`src/rtl/bsd_pkg.sv`:
```
package bsd_pkg;
  localparam int NUM_BANKS = 4;

  typedef struct packed {
    logic loadIdle;
    logic loadTarget;
  } seqStrobes_t;
endpackage

```
`src/rtl/bsd_target_decode.sv`:
```
module bsd_target_decode
  import bsd_pkg::*;
#(
  parameter int SEL_W = 3,
  localparam int DEVS = 1 << SEL_W,
  localparam int CS_W = NUM_BANKS * DEVS
) (
  input  logic                 modeSplit,
  input  logic                 romEnN,
  input  logic                 ramEnN,
  input  logic [1:0]           bankSel,
  input  logic [SEL_W-1:0]     selA,
  input  logic [SEL_W-1:0]     selB,
  output logic [NUM_BANKS-1:0] tgtBankEn,
  output logic [CS_W-1:0]      tgtCsN
);
  logic             tgtHit;
  logic [1:0]       bankIdx;
  logic [SEL_W-1:0] devIdx;

  always_comb begin
    tgtHit  = 1'b0;
    bankIdx = 2'd0;
    devIdx  = '0;
    if (!modeSplit) begin
      tgtHit  = !ramEnN;
      bankIdx = bankSel;
      devIdx  = selA;
    end else if (!romEnN) begin
      tgtHit  = 1'b1;
      bankIdx = {1'b0, bankSel[0]};
      devIdx  = selB;
    end else if (!ramEnN) begin
      tgtHit  = 1'b1;
      bankIdx = {1'b1, bankSel[1]};
      devIdx  = selA;
    end
  end

  for (genvar k = 0; k < NUM_BANKS; k++) begin : g_bank
    assign tgtBankEn[k] = tgtHit && (bankIdx == 2'(k));
    assign tgtCsN[k*DEVS +: DEVS] = tgtBankEn[k] ? ~(DEVS'(1) << devIdx) : '1;
  end
endmodule

```
`src/rtl/bsd_bbm_ctrl.sv`:
```
module bsd_bbm_ctrl
  import bsd_pkg::*;
#(
  parameter int CS_W = 32
) (
  input  logic [NUM_BANKS-1:0] tgtBankEn,
  input  logic [CS_W-1:0]      tgtCsN,
  input  logic [NUM_BANKS-1:0] curBankEn,
  input  logic [CS_W-1:0]      curCsN,
  output seqStrobes_t          strobes
);
  logic curActive;
  logic differs;

  always_comb begin
    curActive          = |curBankEn;
    differs            = (tgtBankEn != curBankEn) || (tgtCsN != curCsN);
    strobes.loadIdle   = curActive && differs;
    strobes.loadTarget = !curActive && differs;
  end
endmodule

```
`src/rtl/bsd_out_regs.sv`:
```
module bsd_out_regs
  import bsd_pkg::*;
#(
  parameter int SEL_W = 3,
  localparam int DEVS = 1 << SEL_W,
  localparam int CS_W = NUM_BANKS * DEVS
) (
  input  logic                 clk,
  input  logic                 rst,
  input  seqStrobes_t          strobes,
  input  logic [NUM_BANKS-1:0] tgtBankEn,
  input  logic [CS_W-1:0]      tgtCsN,
  output logic [NUM_BANKS-1:0] bankEnQ,
  output logic [CS_W-1:0]      csNQ
);
  always_ff @(posedge clk) begin
    if (rst || strobes.loadIdle) begin
      bankEnQ <= '0;
      csNQ    <= '1;
    end else if (strobes.loadTarget) begin
      bankEnQ <= tgtBankEn;
      csNQ    <= tgtCsN;
    end
  end


  one_bank_chk: assert property (@(posedge clk) disable iff (rst)
    $onehot0(bankEnQ));


  cs_count_chk: assert property (@(posedge clk) disable iff (rst)
    $countones(~csNQ) == $countones(bankEnQ));

  for (genvar k = 0; k < NUM_BANKS; k++) begin : g_grp

    grp_owner_chk: assert property (@(posedge clk) disable iff (rst)
      bankEnQ[k] == !(&csNQ[k*DEVS +: DEVS]));
  end


  break_before_make_chk: assert property (@(posedge clk) disable iff (rst)
    ((|$past(bankEnQ)) && (|bankEnQ)) |-> ($stable(bankEnQ) && $stable(csNQ)));


  reset_idle_chk: assert property (@(posedge clk)
    rst |=> (bankEnQ == '0 && &csNQ));
endmodule

```
`src/rtl/bank_cs_decoder.sv`:
```
module bank_cs_decoder
  import bsd_pkg::*;
#(
  parameter int SEL_W = 3,
  localparam int DEVS = 1 << SEL_W,
  localparam int CS_W = NUM_BANKS * DEVS
) (
  input  logic                 clk,
  input  logic                 rst,
  input  logic                 modeSplit,
  input  logic                 romEnN,
  input  logic                 ramEnN,
  input  logic [1:0]           bankSel,
  input  logic [SEL_W-1:0]     selA,
  input  logic [SEL_W-1:0]     selB,
  input  logic                 rdStrobe,
  input  logic                 wrStrobe,
  output logic [NUM_BANKS-1:0] bankEn,
  output logic [CS_W-1:0]      csN,
  output logic [NUM_BANKS-1:0] rdFan,
  output logic [NUM_BANKS-1:0] wrFan
);
  logic [NUM_BANKS-1:0] tgtBankEn;
  logic [CS_W-1:0]      tgtCsN;
  seqStrobes_t          strobes;

  bsd_target_decode #(.SEL_W(SEL_W)) u_decode (
    .modeSplit(modeSplit), .romEnN(romEnN), .ramEnN(ramEnN),
    .bankSel(bankSel), .selA(selA), .selB(selB),
    .tgtBankEn(tgtBankEn), .tgtCsN(tgtCsN)
  );

  bsd_bbm_ctrl #(.CS_W(CS_W)) u_ctrl (
    .tgtBankEn(tgtBankEn), .tgtCsN(tgtCsN),
    .curBankEn(bankEn), .curCsN(csN),
    .strobes(strobes)
  );

  bsd_out_regs #(.SEL_W(SEL_W)) u_regs (
    .clk(clk), .rst(rst), .strobes(strobes),
    .tgtBankEn(tgtBankEn), .tgtCsN(tgtCsN),
    .bankEnQ(bankEn), .csNQ(csN)
  );

  for (genvar i = 0; i < NUM_BANKS; i++) begin : g_fan
    assign rdFan[i] = rdStrobe;
    assign wrFan[i] = wrStrobe;
  end
endmodule

```
`config.mk`:
```
export PLATFORM = sky130hd
export DESIGN_NAME = bank_cs_decoder
export DESIGN_NICKNAME = d
export VERILOG_FILES = /design/src/rtl/bsd_pkg.sv /design/src/rtl/bsd_target_decode.sv /design/src/rtl/bsd_bbm_ctrl.sv /design/src/rtl/bsd_out_regs.sv /design/src/rtl/bank_cs_decoder.sv
export SDC_FILE = /design/constraint.sdc
export NUM_CORES = 1
export LEC_CHECK = 0
export ABC_AREA = 1
export BUFFER_PORTS_ARGS = -buffer_cell sky130_fd_sc_hd__buf_2
export CAP_MARGIN = 15
export CORE_MARGIN = 5
export CORE_UTILIZATION = 25
export CTS_CLUSTER_DIAMETER = 120
export CTS_CLUSTER_SIZE = 8
export DETAILED_ROUTE_END_ITERATION = 8
export GPL_ROUTABILITY_DRIVEN = 0
export MAX_ROUTING_LAYER = met4
export PLACE_DENSITY = 0.38
export RECOVER_POWER = 50
export SLEW_MARGIN = 25
export SYNTH_ARGS = -nofsm -noshare
export SYNTH_HDL_FRONTEND = slang
export SYNTH_SLANG_ARGS = --single-unit
```
`constraint.sdc`:
```
create_clock -name clk -period 2.3 [get_ports clk]
set_input_delay 0.115 -clock clk [delete_from_list [all_inputs] [get_ports clk]]
set_output_delay 0.115 -clock clk [all_outputs]
set_load 0.03 [all_outputs]
```
======== Word-level counts from Yosys, hierarchy flattened ========
Index checks and enable logic that the tools add are counted.
cells by class
  shifts and indexed selects .............. 1
  reduce and logical (&&, ||, !) cells .... 12
  bitwise operators ....................... 1
  equality and inequality tests ........... 5
  mux-type cells .......................... 13
operators by type and width
  cell                                                                count
  8-bit two-way mux                                                   4
  32-bit inequality test                                              1
  3-bit two-way mux                                                   3
  8-bit inverter                                                      1
  1-bit by 3-bit left shift with 8-bit output (first input constant)  1
  1-bit logical AND                                                   6
  2-bit two-way mux                                                   3
  2-bit == test (second input constant)                               2
  4-bit inequality test                                               1
  4-bit OR reduction                                                  1
  1-bit two-way mux                                                   3
  2-bit by 1-bit == test with 1-bit output (second input constant)    1
  1-bit zero test                                                     2
  2-bit zero test                                                     1
  1-bit logical OR                                                    2
storage, ports and cells
  output and inout port bits .............. 44
  logic and storage cells ................. 34
  bits in registers ....................... 36

======== Depth between registers and ports, before layout ========
Gate-level depths: netlist of run 1.
  depth in word-level cells ............... 10
  gate-level depth with buffers ........... 19

======== By module ========
Synthesis of run 1 repeated with hierarchy kept, for this count alone.
second synthesis, totals
  cells, all modules ...................... 402
  area, all modules ....................... 2452.4 µm²
modules (own cells, without submodules)
  module             times used  cells each  area each (µm²)
  bsd_out_regs       1           165         1338.8
  bsd_bbm_ctrl       1           154         661.9
  bsd_target_decode  1           75          391.6
  bank_cs_decoder    1           8           60.1

======== Worst setup path after synthesis of run 1 ========
No wires, ideal clock.
  kind .................................... input port to flip-flop
  start point ............................. input port modeSplit
  end point ............................... register u_regs.csNQ[10]
  stages .................................. 17
  required time ........................... 2180 ps
  arrival ................................. 1941 ps
  slack ................................... 239 ps
  setup time .............................. 120 ps
  path through ............................ buf_4 inv_1 nand2_1 nand2_1 nand2_2 nor2_4 buf_4 nand3_1 nand2_1 nand2_1 nor2_1 nand3_1 nor2_2 nand3_4 a21oi_4 buf_6 nand3_2
between the ends
  cells in the longest elaborated chain, start to end .. 8
  elaborated cells on any way between the ends .. 23
  those cells by class .................... 5 x eq/ne; 1 x shift; 7 x mux; 1 x bitwise; 9 x reduce/logical
RTL lines
  item                                                              RTL line                                          text
  start, declared                                                   bank_cs_decoder.sv:10                             input logic modeSplit,
  2-bit two-way mux or 3-bit two-way mux (tied branches)            bsd_target_decode.sv:25                           if (!modeSplit) begin
  2-bit by 1-bit == test with 1-bit output (tied with other cells)  bsd_target_decode.sv:41                           assign tgtBankEn[k] = tgtHit && (bankIdx == 2'(k));
  1-bit logical AND or 8-bit inverter (tied branches)               bsd_target_decode.sv:41, bsd_target_decode.sv:42
  8-bit two-way mux                                                 bsd_target_decode.sv:42                           assign tgtCsN[k*DEVS +: DEVS] = tgtBankEn[k] ? ~(DEVS'(1) << devIdx) : '1;
  32-bit inequality test                                            bsd_bbm_ctrl.sv:17                                differs = (tgtBankEn != curBankEn) || (tgtCsN != curCsN);
  1-bit logical OR                                                  bsd_bbm_ctrl.sv:17
  1-bit logical AND                                                 bsd_bbm_ctrl.sv:18                                strobes.loadIdle = curActive && differs;
  1-bit logical OR                                                  bsd_out_regs.sv:17                                if (rst || strobes.loadIdle) begin
  end signal, assigned                                              bsd_out_regs.sv:22                                csNQ <= tgtCsN;
  end, declared                                                     bsd_out_regs.sv:14                                output logic [CS_W-1:0] csNQ
Parallel ways exist; a longest one is shown, timed or not.
A chain may end at the register's enable or synchronous reset.

======== Worst setup path after layout of run 1 ========
  start point ............................. input port romEnN
  end point ............................... register u_regs.csNQ[0]
between the ends
  cells in the longest elaborated chain, start to end .. 9
  elaborated cells on any way between the ends .. 26
  those cells by class .................... 5 x eq/ne; 1 x shift; 10 x mux; 1 x bitwise; 9 x reduce/logical
RTL lines
  item                                                              RTL line                                          text
  start, declared                                                   bank_cs_decoder.sv:11                             input logic romEnN,
  2-bit two-way mux or 3-bit two-way mux (tied branches)            bsd_target_decode.sv:29                           end else if (!romEnN) begin
  2-bit two-way mux or 3-bit two-way mux (tied branches)            bsd_target_decode.sv:25
  2-bit by 1-bit == test with 1-bit output (tied with other cells)  bsd_target_decode.sv:41
  1-bit logical AND or 8-bit inverter (tied branches)               bsd_target_decode.sv:41, bsd_target_decode.sv:42
  8-bit two-way mux                                                 bsd_target_decode.sv:42
  32-bit inequality test                                            bsd_bbm_ctrl.sv:17
  1-bit logical OR                                                  bsd_bbm_ctrl.sv:17
  1-bit logical AND                                                 bsd_bbm_ctrl.sv:18
  1-bit logical OR                                                  bsd_out_regs.sv:17
Parallel ways exist; a longest one is shown, timed or not.

==> impl_metrics.yaml, run 1 <==
min_path:
  whs_endpoint: "wrFan[1]"
  hold_depth: 0
  worstHoldPathType: "input port to output pin"
  min-delay-start: "wrStrobe"
sta:
  slew_headroom_pct: 74.27
  skew_ns: 0.004592
  fmax_mhz: 457.3
  period_share_pct: 95.07
  worstMarginPinSlew_ns: 0.3877
  finalHoldViolCount: 0
  rsz0062_at_grt: "true"
  drv_slew: 0
  finalCriticalPeriod_ns: 2.187
  setup_violations: 0
  finalSetupTns_ns: 0
detailed_routing:
  routed_wl_mm: 12.28
  num_vias: 3522
  drtIter0Drc: 226
  avgViaCountPerCell: 4.696
  wl_per_cell_um: 16.37
  ant_nets: 0
  dr.pass1.iters: 4
  drc_errors: 0
die:
  design.portCount: 59
  fp.dieW_um: 119.5
  chipHeight_um: 119.5
  num_rows: 40
  core-area_mm2: 0.01186
  die_area_mm2: 0.01428
  start_util_pct: 25.27
synth:
  synth_area_mm2: 0.002998
  synth_fp_nets: 481
  yosysSeqAreaShare_pct: 24.04
  synth.avg_cell_area_um2: 6.433
  synthCells: 466
  synth_warnings: 0
  synth-seq-cells: 36
  ys_types: 27
worst_setup_path:
  rr_endpoint: "u_regs.csNQ[0]"
  rr_worst_depth: 13
  worstSetupPathType: "input port to flop"
  cp_data_arrival_time_ns: 2.36
  end_kind: "flop"
  r2r_start: "u_regs.bankEnQ[3]"
  cp.required_ns: 2.47
  startpoint_type: "input port"
  cp_max_fo: 7
  reg2reg_slack_ns: 0.21
clocking:
  tritoncts: "built"
  clk_path_buf_depth: 2
  cts_root_buffer: "clkbuf_16"
  clock_latency_ns: 0.29
  htreeDepth: 2
  clock-sinks: 36
  cts_hold_buffers: 0
  clk_pin_slew_worst_paths_ns: 0.06
  cts_inserted_buffers: 5
pwr:
  power.total_mw: 3.686
  leakagePower_nw: 2.339
  pwr_density_cell_mw_per_mm2: 784.6
  power_frac_clock_pct: 18.2
  ir_worst_vdd_mv: 0.2922
  combPwrFrac_pct: 58.0
  sw_frac_of_total_pct: 45.96
  p_seq_share_pct: 23.7
  intPower_mw: 1.992
  switchingPower_mw: 1.694
place:
  placed_cells: 722
  io_buffers: 48
  dpl_cell_area_mm2: 0.004045
  hpwl_mm: 8.441
run_status:
  outcome: "complete, no violations"
grt:
  globalRouteOverflowTotal: 0
  grt_usage_pct: 15.47
  grt_antenna_before_repair: 0
  grt_pass1_wl_mm: 17.03
  grt_pass1_vias: 3302
  grt_max_degree: 35
final_layout:
  syn2layout_area_growth_pct: 56.72
  antenna_cells: 0
  drive_gt1_share_pct: 39.14
  fin_cells: 750
  fin_nets: 618
  stdcell_area_mm2: 0.004698
job:
  maxCapViolCount: 0
-- flip-flops by register name, indices dropped and copies added, names as in the netlist --
signal	count
u_regs.csNQ	32
u_regs.bankEnQ	4
-- worst max-delay path: stages --
cell,delay [ns]
buf_2,0.12
buf_4,0.14
nand3_2,0.07
buf_4,0.11
nand3_4,0.10
nor2_4,0.23
clkbuf_16,0.18
nand3_1,0.09
nand2_1,0.07
nand2_1,0.07
nor2_1,0.11
nand3_1,0.12
nor2_2,0.14
nand3_4,0.12
a21oi_4,0.19
buf_12,0.16
buf_12,0.14
nand3_1,0.07
-- kinds of logic after synthesis --
group                     count (synthesis)  synth area share [%]
buffers and inverters                    83                 13.81
xor gates and xnor gates                  5                 1.461
AOI/OAI and AO/OA                        10                 2.045
DFF                                      36                 24.04
and+or+nand+nor                         332                 58.64
-- final cells by class --
class	instances	area, µm²
Clock buffer	6	128.9
Fill cell	1266	7163
Timing Repair Buffer	163	1436
Tap cell	147	183.9
Multi-Input combinational cell	347	2036
Sequential cell	36	720.7
Clock inverter	1	5.005
Inverter	50	187.7
-- worst max path at each step --
stage | from | end | slack (ns) | depth (start not counted)
global route | ramEnN | u_regs.csNQ[0] | -0.02 | 21
finish | romEnN | u_regs.csNQ[0] | 0.11 | 18
floorplan | modeSplit | u_regs.csNQ[10] | 0.24 | 17
CTS | ramEnN | u_regs.csNQ[1] | 0.09 | 19
detailed placement | ramEnN | u_regs.csNQ[1] | -0.20 | 19
global placement | ramEnN | u_regs.csNQ[1] | -0.15 | 19
-- synthesized netlist by cell type, drive strengths merged --
cell type    n  area, µm²
or3b         1      11.26
nor3         5      25.02
xor2         3      26.28
buf         29      211.5
xnor2        2      17.52
nand3b       2      15.01
dfxtp       36      720.7
nor4         1      6.260
nand2      112      437.9
nor2        56      286.5
o21ai        1      5.000
nand4       22      137.6
nand3      133      838.3
clkbuf       4      15.01
a21oi        9      56.31
inv         50      187.7
-- power groups by stage --
stage	clock network [mW]	logic, mW	registers, mW
floorplan	0	1.04	1.08
global placement	0	1.91	0.883
detailed placement	0	1.91	0.887
CTS	0.696	1.92	0.872
global route	0.720	2.32	0.895
finish	0.672	2.14	0.875
-- metal layers --
metal / up-vias / share of wire, % / global-route usage (%)
met4: 0 / 2.2 / 4.653
met5: - / 0 / -
li1: 1803 / - / -
met3: 22 / 4.4 / 2.969
met2: 75 / 49 / 26.59
met1: 1622 / 44 / 18.41
-- cells in the final DEF, fill, tap and decap left out, types with 9 or more instances in the layout --
cell type	count
buf_4	83
inv_1	45
nand3_2	40
nand4_1	22
nand2_1	95
nor2_4	9
clkbuf_16	13
buf_6	9
clkbuf_1	24
buf_2	25
dfxtp_1	36
nor2_1	38
nand2_2	12
nand3_1	89
buf_12	15
-- through the flow --
stage	hold WS [ns]	utilization (%)	setup WS [ns]
floorplan	0.2242	-	0.2393
global placement	0.2305	34.10	-0.1519
detailed placement	0.2305	34.10	-0.1980
CTS	0.2253	35.23	0.09292
global route	0.2301	39.61	-0.01924
finish	0.2300	39.61	0.1133
-- repair_timing --
| item | 4_1_cts | 5_1_grt |
|---|---|---|
| setup endpoints to repair | 0 | 33 |
| gates resized for setup | 0 | 50 |
| setup buffers | 0 | 10 |
Note: power is estimated with default switching activity, not from simulation.
==> run 2: changes to the inputs <==
CELL_PAD_IN_SITES_DETAIL_PLACEMENT = 1   (was default)
CELL_PAD_IN_SITES_GLOBAL_PLACEMENT = 1   (was default)
PLACE_DENSITY = 0.52   (was 0.38)
==> run 2 against run 1 <==
Sequential power up 0.5%. Largest cell class unchanged. Worst hold slack worse by 0.036 ns. First-iteration DRC count down 42%. Die area unchanged. Critical path type unchanged. Highest routed layer unchanged.
==> impl_metrics.yaml, run 2 (synthesized netlist as in run 1, its figures left out) <==
grt:
  grt_usage_pct: 17.40
  globalRouteOverflowTotal: 0
  grt_pass1_wl_mm: 19.12
  grt_pass1_vias: 3649
  grt_max_degree: 35
  grt_antenna_before_repair: 0
worst_setup_path:
  cp_max_fo: 8
  worstSetupPathType: "input port to flop"
  reg2reg_slack_ns: 0.25
  startpoint_type: "input port"
  end_kind: "flop"
  cp_data_arrival_time_ns: 2.32
  cp.required_ns: 2.49
final_layout:
  drive_gt1_share_pct: 33.39
  antenna_cells: 0
  final_cell_mix: "nand2_1 (97), nand3_1 (97), buf_4 (69), inv_1 (45), nor2_1 (40)"
  syn2layout_area_growth_pct: 43.95
  stdcell_area_mm2: 0.004315
  fill_cells: 1493
  largest_reg_flops: 32
  fin_cells: 725
  fin_nets: 592
  largest-register: "u_regs.csNQ"
  largest_registers: "u_regs.csNQ (32), u_regs.bankEnQ (4)"
  final_util_pct: 36.38
sta:
  finalCriticalPeriod_ns: 2.135
  setup_ws_ns: 0.1646
  worstMarginPinSlew_ns: 0.4257
  period_share_pct: 92.84
  skew_ns: 0.009599
  fmax_mhz: 468.3
  finalHoldViolCount: 0
  slew_headroom_pct: 71.62
  setup_violations: 0
  drv_slew: 0
detailed_routing:
  ant_nets: 0
  num_vias: 3465
  avgViaCountPerCell: 4.779
  routed_wl_mm: 11.97
  dr.pass1.iters: 4
  drtIter0Drc: 132
  drc_errors: 0
  wl_per_cell_um: 16.51
clocking:
  clock-sinks: 36
  htreeDepth: 2
  cts_hold_buffers: 0
  clk_pin_slew_worst_paths_ns: 0.06
  cts_inserted_buffers: 5
  cts_root_buffer: "clkbuf_16"
  tritoncts: "built"
  clock_latency_ns: 0.30
  clk_path_buf_depth: 2
die:
  start_util_pct: 25.27
  core-area_mm2: 0.01186
  fp.dieW_um: 119.5
  design.portCount: 59
  chipHeight_um: 119.5
  die_area_mm2: 0.01428
  num_rows: 40
pwr:
  pwr_density_cell_mw_per_mm2: 837.0
  power.total_mw: 3.612
  ir_worst_vdd_mv: 0.5264
  leakagePower_nw: 2.170
place:
  dpl_worst_slack_ns: -0.2101
  hpwl_mm: 8.993
  dpl_cell_area_mm2: 0.003985
  placed_cells: 709
  io_buffers: 48
run_status:
  outcome: "complete, no violations"
min_path:
  worstHoldPathType: "input port to flop"
job:
  maxCapViolCount: 0
-- run 2: cell types whose count changed in the layout (fill, tap and decap cells not counted), sizes merged --
cell	change
buf	-27
clkbuf	+1
clkinv	+1
-- run 2: timing repair --
item,CTS,global route
buffers inserted,0,6
gates resized for setup,0,29
setup endpoints to repair,0,36
-- run 2: layout make-up --
| class | count | area [µm²] | share of cell area (%) |
|---|---|---|---|
| clock inverters | 2 | 10.01 | 0.2320 |
| multi-input cells | 347 | 1956 | 45.32 |
| flip-flops and latches | 36 | 720.7 | 16.70 |
| well taps | 147 | 183.9 | 4.262 |
| repair buffers | 137 | 1119 | 25.92 |
| clock buffers | 6 | 138.9 | 3.218 |
| inverters | 50 | 187.7 | 4.349 |
-- run 2: per-layer routing --
layer	routed length, µm	GRT usage, %	vias to the layer above
li1	-	-	1750
met1	5338	21.29	1634
met2	5932	29.98	70
met3	541	2.875	11
met4	156	4.295	0
met5	0	-	-
-- run 2: path summary, 6_finish.rpt --
kind,from,end,cells after the start
worst min register to register,u_regs.bankEnQ[0],u_regs.bankEnQ[0],2
worst max-delay path,romEnN,u_regs.csNQ[12],20
worst min-delay path,rst,u_regs.bankEnQ[2],4
worst max register to register,u_regs.bankEnQ[3],u_regs.csNQ[12],13
-- run 2: worst max-delay path, cell delays in order --
cell and delay (ns):
buf_4 0.13, buf_6 0.12, nand3_4 0.07, buf_6 0.10, nand3_4 0.09, nor2_4 0.20
buf_12 0.15, inv_2 0.05, nand2_2 0.06, nand2_2 0.04, nor2_1 0.10, nand2_2 0.10
nor2_1 0.10, nand3_1 0.08, nor2_2 0.16, nand3_4 0.12, a21oi_4 0.17, buf_4 0.15
clkbuf_16 0.16, nand3_2 0.05
-- run 2: through the flow --
| stage | hold WS, ns | TNS, ns |
|---|---|---|
| floorplan | 0.2242 | 0 |
| global placement | 0.2305 | -5.627 |
| detailed placement | 0.2305 | -6.390 |
| CTS | 0.2166 | 0 |
| global route | 0.2153 | -0.06602 |
| finish | 0.1943 | 0 |
-- run 2: report_power, final --
part           switching, mW  internal, mW  total [mW]
clock                  0.299         0.428       0.727
combinational           1.26         0.750        2.01
sequential             0.137         0.742       0.879
==> run 3: changes to the inputs <==
CORE_UTILIZATION = 39   (was 25)
PLACE_DENSITY = 0.77   (was 0.52)
==> run 3 against run 2 <==
The flow now finishes with violations (negative setup slack). Sequential share of layout area is 0.61 points lower. Critical endpoint is now u_regs.bankEnQ[2]. Worst hold slack better by 0.036 ns. Global-route usage up 8.2 points. Largest power group unchanged. Clock skew decreased by 0.0017 ns. Critical path type unchanged. Routed wire length up 33%. Via count rose by 19%. Register-to-register slack lost 0.26 ns. Fmax down 13%. Final cell count is 5.4% lower. Sequential power increased by 1%. Critical path depth rose by 1.
==> impl_metrics.yaml, run 3 (synthesized netlist as in run 1, its figures left out) <==
worst_setup_path:
  cp_max_fo: 10
  startpoint_type: "input port"
  rr_endpoint: "u_regs.bankEnQ[2]"
  end_kind: "flop"
  cp_data_arrival_time_ns: 2.67
  reg2reg_slack_ns: -0.01
  cp.required_ns: 2.52
  r2r_start: "u_regs.bankEnQ[2]"
  rr_worst_depth: 14
  worstSetupPathType: "input port to flop"
grt:
  globalRouteOverflowTotal: 0
  grt_max_degree: 35
  grt.met2_usage_pct: 45.23
  grt_pass1_vias: 3972
  grt-busiest-layer: "met2"
  grt_antenna_before_repair: 0
  met1_usage_pct: 28.71
  grt_pass1_wl_mm: 19.35
  grt_usage_pct: 25.56
  use_met3_pct: 4.235
final_layout:
  largest-register: "u_regs.csNQ"
  final_cell_mix: "nand3_1 (90), nand2_1 (84), buf_4 (69), inv_1 (45), nand3_2 (40)"
  final_common_cell: "nand3_1"
  drive_gt1_share_pct: 39.21
  fin_cells: 686
  syn2layout_area_growth_pct: 49.42
  stdcell_area_mm2: 0.004479
  largest_registers: "u_regs.csNQ (32), u_regs.bankEnQ (4)"
  largest_reg_flops: 32
  fill_cells: 997
  final_util_pct: 58.88
  fin_nets: 599
  antenna_cells: 0
job:
  maxCapViolCount: 0
detailed_routing:
  num_vias: 4126
  drtIter0Drc: 261
  avgViaCountPerCell: 6.015
  ant_nets: 0
  routed_wl_mm: 15.86
  wl_per_cell_um: 23.12
  dr.pass1.iters: 5
  drc_errors: 0
sta:
  drv_slew: 0
  finalCriticalPeriod_ns: 2.448
  setup_ws_ns: -0.1476
  whs_ns: 0.2300
  worstMarginPinSlew_ns: 0.4243
  finalHoldViolCount: 0
  skew_ns: 0.007933
  period_share_pct: 106.4
  setup_violations: 35
  fmax_mhz: 408.6
  slew_headroom_pct: 71.72
die:
  design.portCount: 59
  start_util_pct: 39.41
  core-area_mm2: 0.007607
  num_rows: 32
  die_area_mm2: 0.009540
  fp.dieW_um: 97.68
  chipHeight_um: 97.68
clocking:
  clock-sinks: 36
  clk_pin_slew_worst_paths_ns: 0.08
  cts_root_buffer: "clkbuf_8"
  htreeDepth: 2
  cts_inserted_buffers: 5
  cts_hold_buffers: 0
  clock_latency_ns: 0.30
  clk_path_buf_depth: 2
  tritoncts: "built"
run_status:
  outcome: "finished, violations left"
  violations: "negative setup slack"
min_path:
  whs_endpoint: "wrFan[1]"
  min-delay-start: "wrStrobe"
  worstHoldPathType: "input port to output pin"
  hold_depth: 0
place:
  placed_cells: 665
  io_buffers: 48
  dpl_cell_area_mm2: 0.003911
  hpwl_mm: 8.849
pwr:
  leakagePower_nw: 2.240
  power.total_mw: 3.681
  ir_worst_vdd_mv: 0.4582
  pwr_density_cell_mw_per_mm2: 821.8
run 3: stage by stage:
stage	worst slack (ns)	setup TNS [ns]
2_1_floorplan	0.2393	0
3_3_place_gp	-0.1775	-2.511
3_5_place_dp	-0.3424	-8.111
4_1_cts	0.02971	0
5_1_grt	-0.2467	-6.022
6_report	-0.1476	-3.376
run 3: per-layer routing:
| metal | wire [µm] | up-vias |
|---|---|---|
| li1 | - | 1769 |
| met1 | 5930 | 2040 |
| met2 | 7920 | 225 |
| met3 | 1095 | 92 |
| met4 | 915 | 0 |
| met5 | 0 | - |
run 3: what timing repair did:
item | 4_1_cts | 5_1_grt
pin swaps | 1 | 9
buffers inserted | 1 | 9
endpoints found under the setup margin | 4 | 36
resized for setup | 0 | 76
cloned | 0 | 5
run 3: critical path, stage by stage:
cell and delay (ns):
clkbuf_4 0.20, nand2_4 0.13, nand2_4 0.11, nand2_8 0.08
buf_6 0.13, nor2_4 0.15, buf_12 0.17, nand3_1 0.12
nand2_1 0.13, nand2_1 0.08, inv_1 0.08, nand2_1 0.08
nor2_2 0.12, nand2_2 0.08, nor2_4 0.11, nand3_4 0.11
buf_4 0.16, buf_6 0.13, nand2_1 0.08, nand2_2 0.10
nor2_1 0.19
run 3: area by class of cell:
class                      instances  area [µm²]  share of cell area [%]
clock buffer                       6       72.57                   1.620
clock inverter                     1       5.005                  0.1117
inverter                          50       187.7                   4.190
multi-input combinational        347        2132                   47.60
sequential                        36       720.7                   16.09
tap                              102       127.6                   2.849
timing repair buffer             144        1234                   27.54
run 3: worst max-delay path by stage:
stage              start           endpoint
2_1_floorplan  modeSplit    u_regs.csNQ[10]
3_3_place_gp      ramEnN    u_regs.csNQ[17]
3_5_place_dp      ramEnN     u_regs.csNQ[3]
4_1_cts           ramEnN     u_regs.csNQ[3]
5_1_grt        modeSplit  u_regs.bankEnQ[2]
6_report       modeSplit  u_regs.bankEnQ[2]
run 3: report_power, final:
| group | switching (mW) | internal (mW) |
|---|---|---|
| clock | 0.269 | 0.207 |
| sequential | 0.149 | 0.740 |
| combinational | 1.48 | 0.835 |
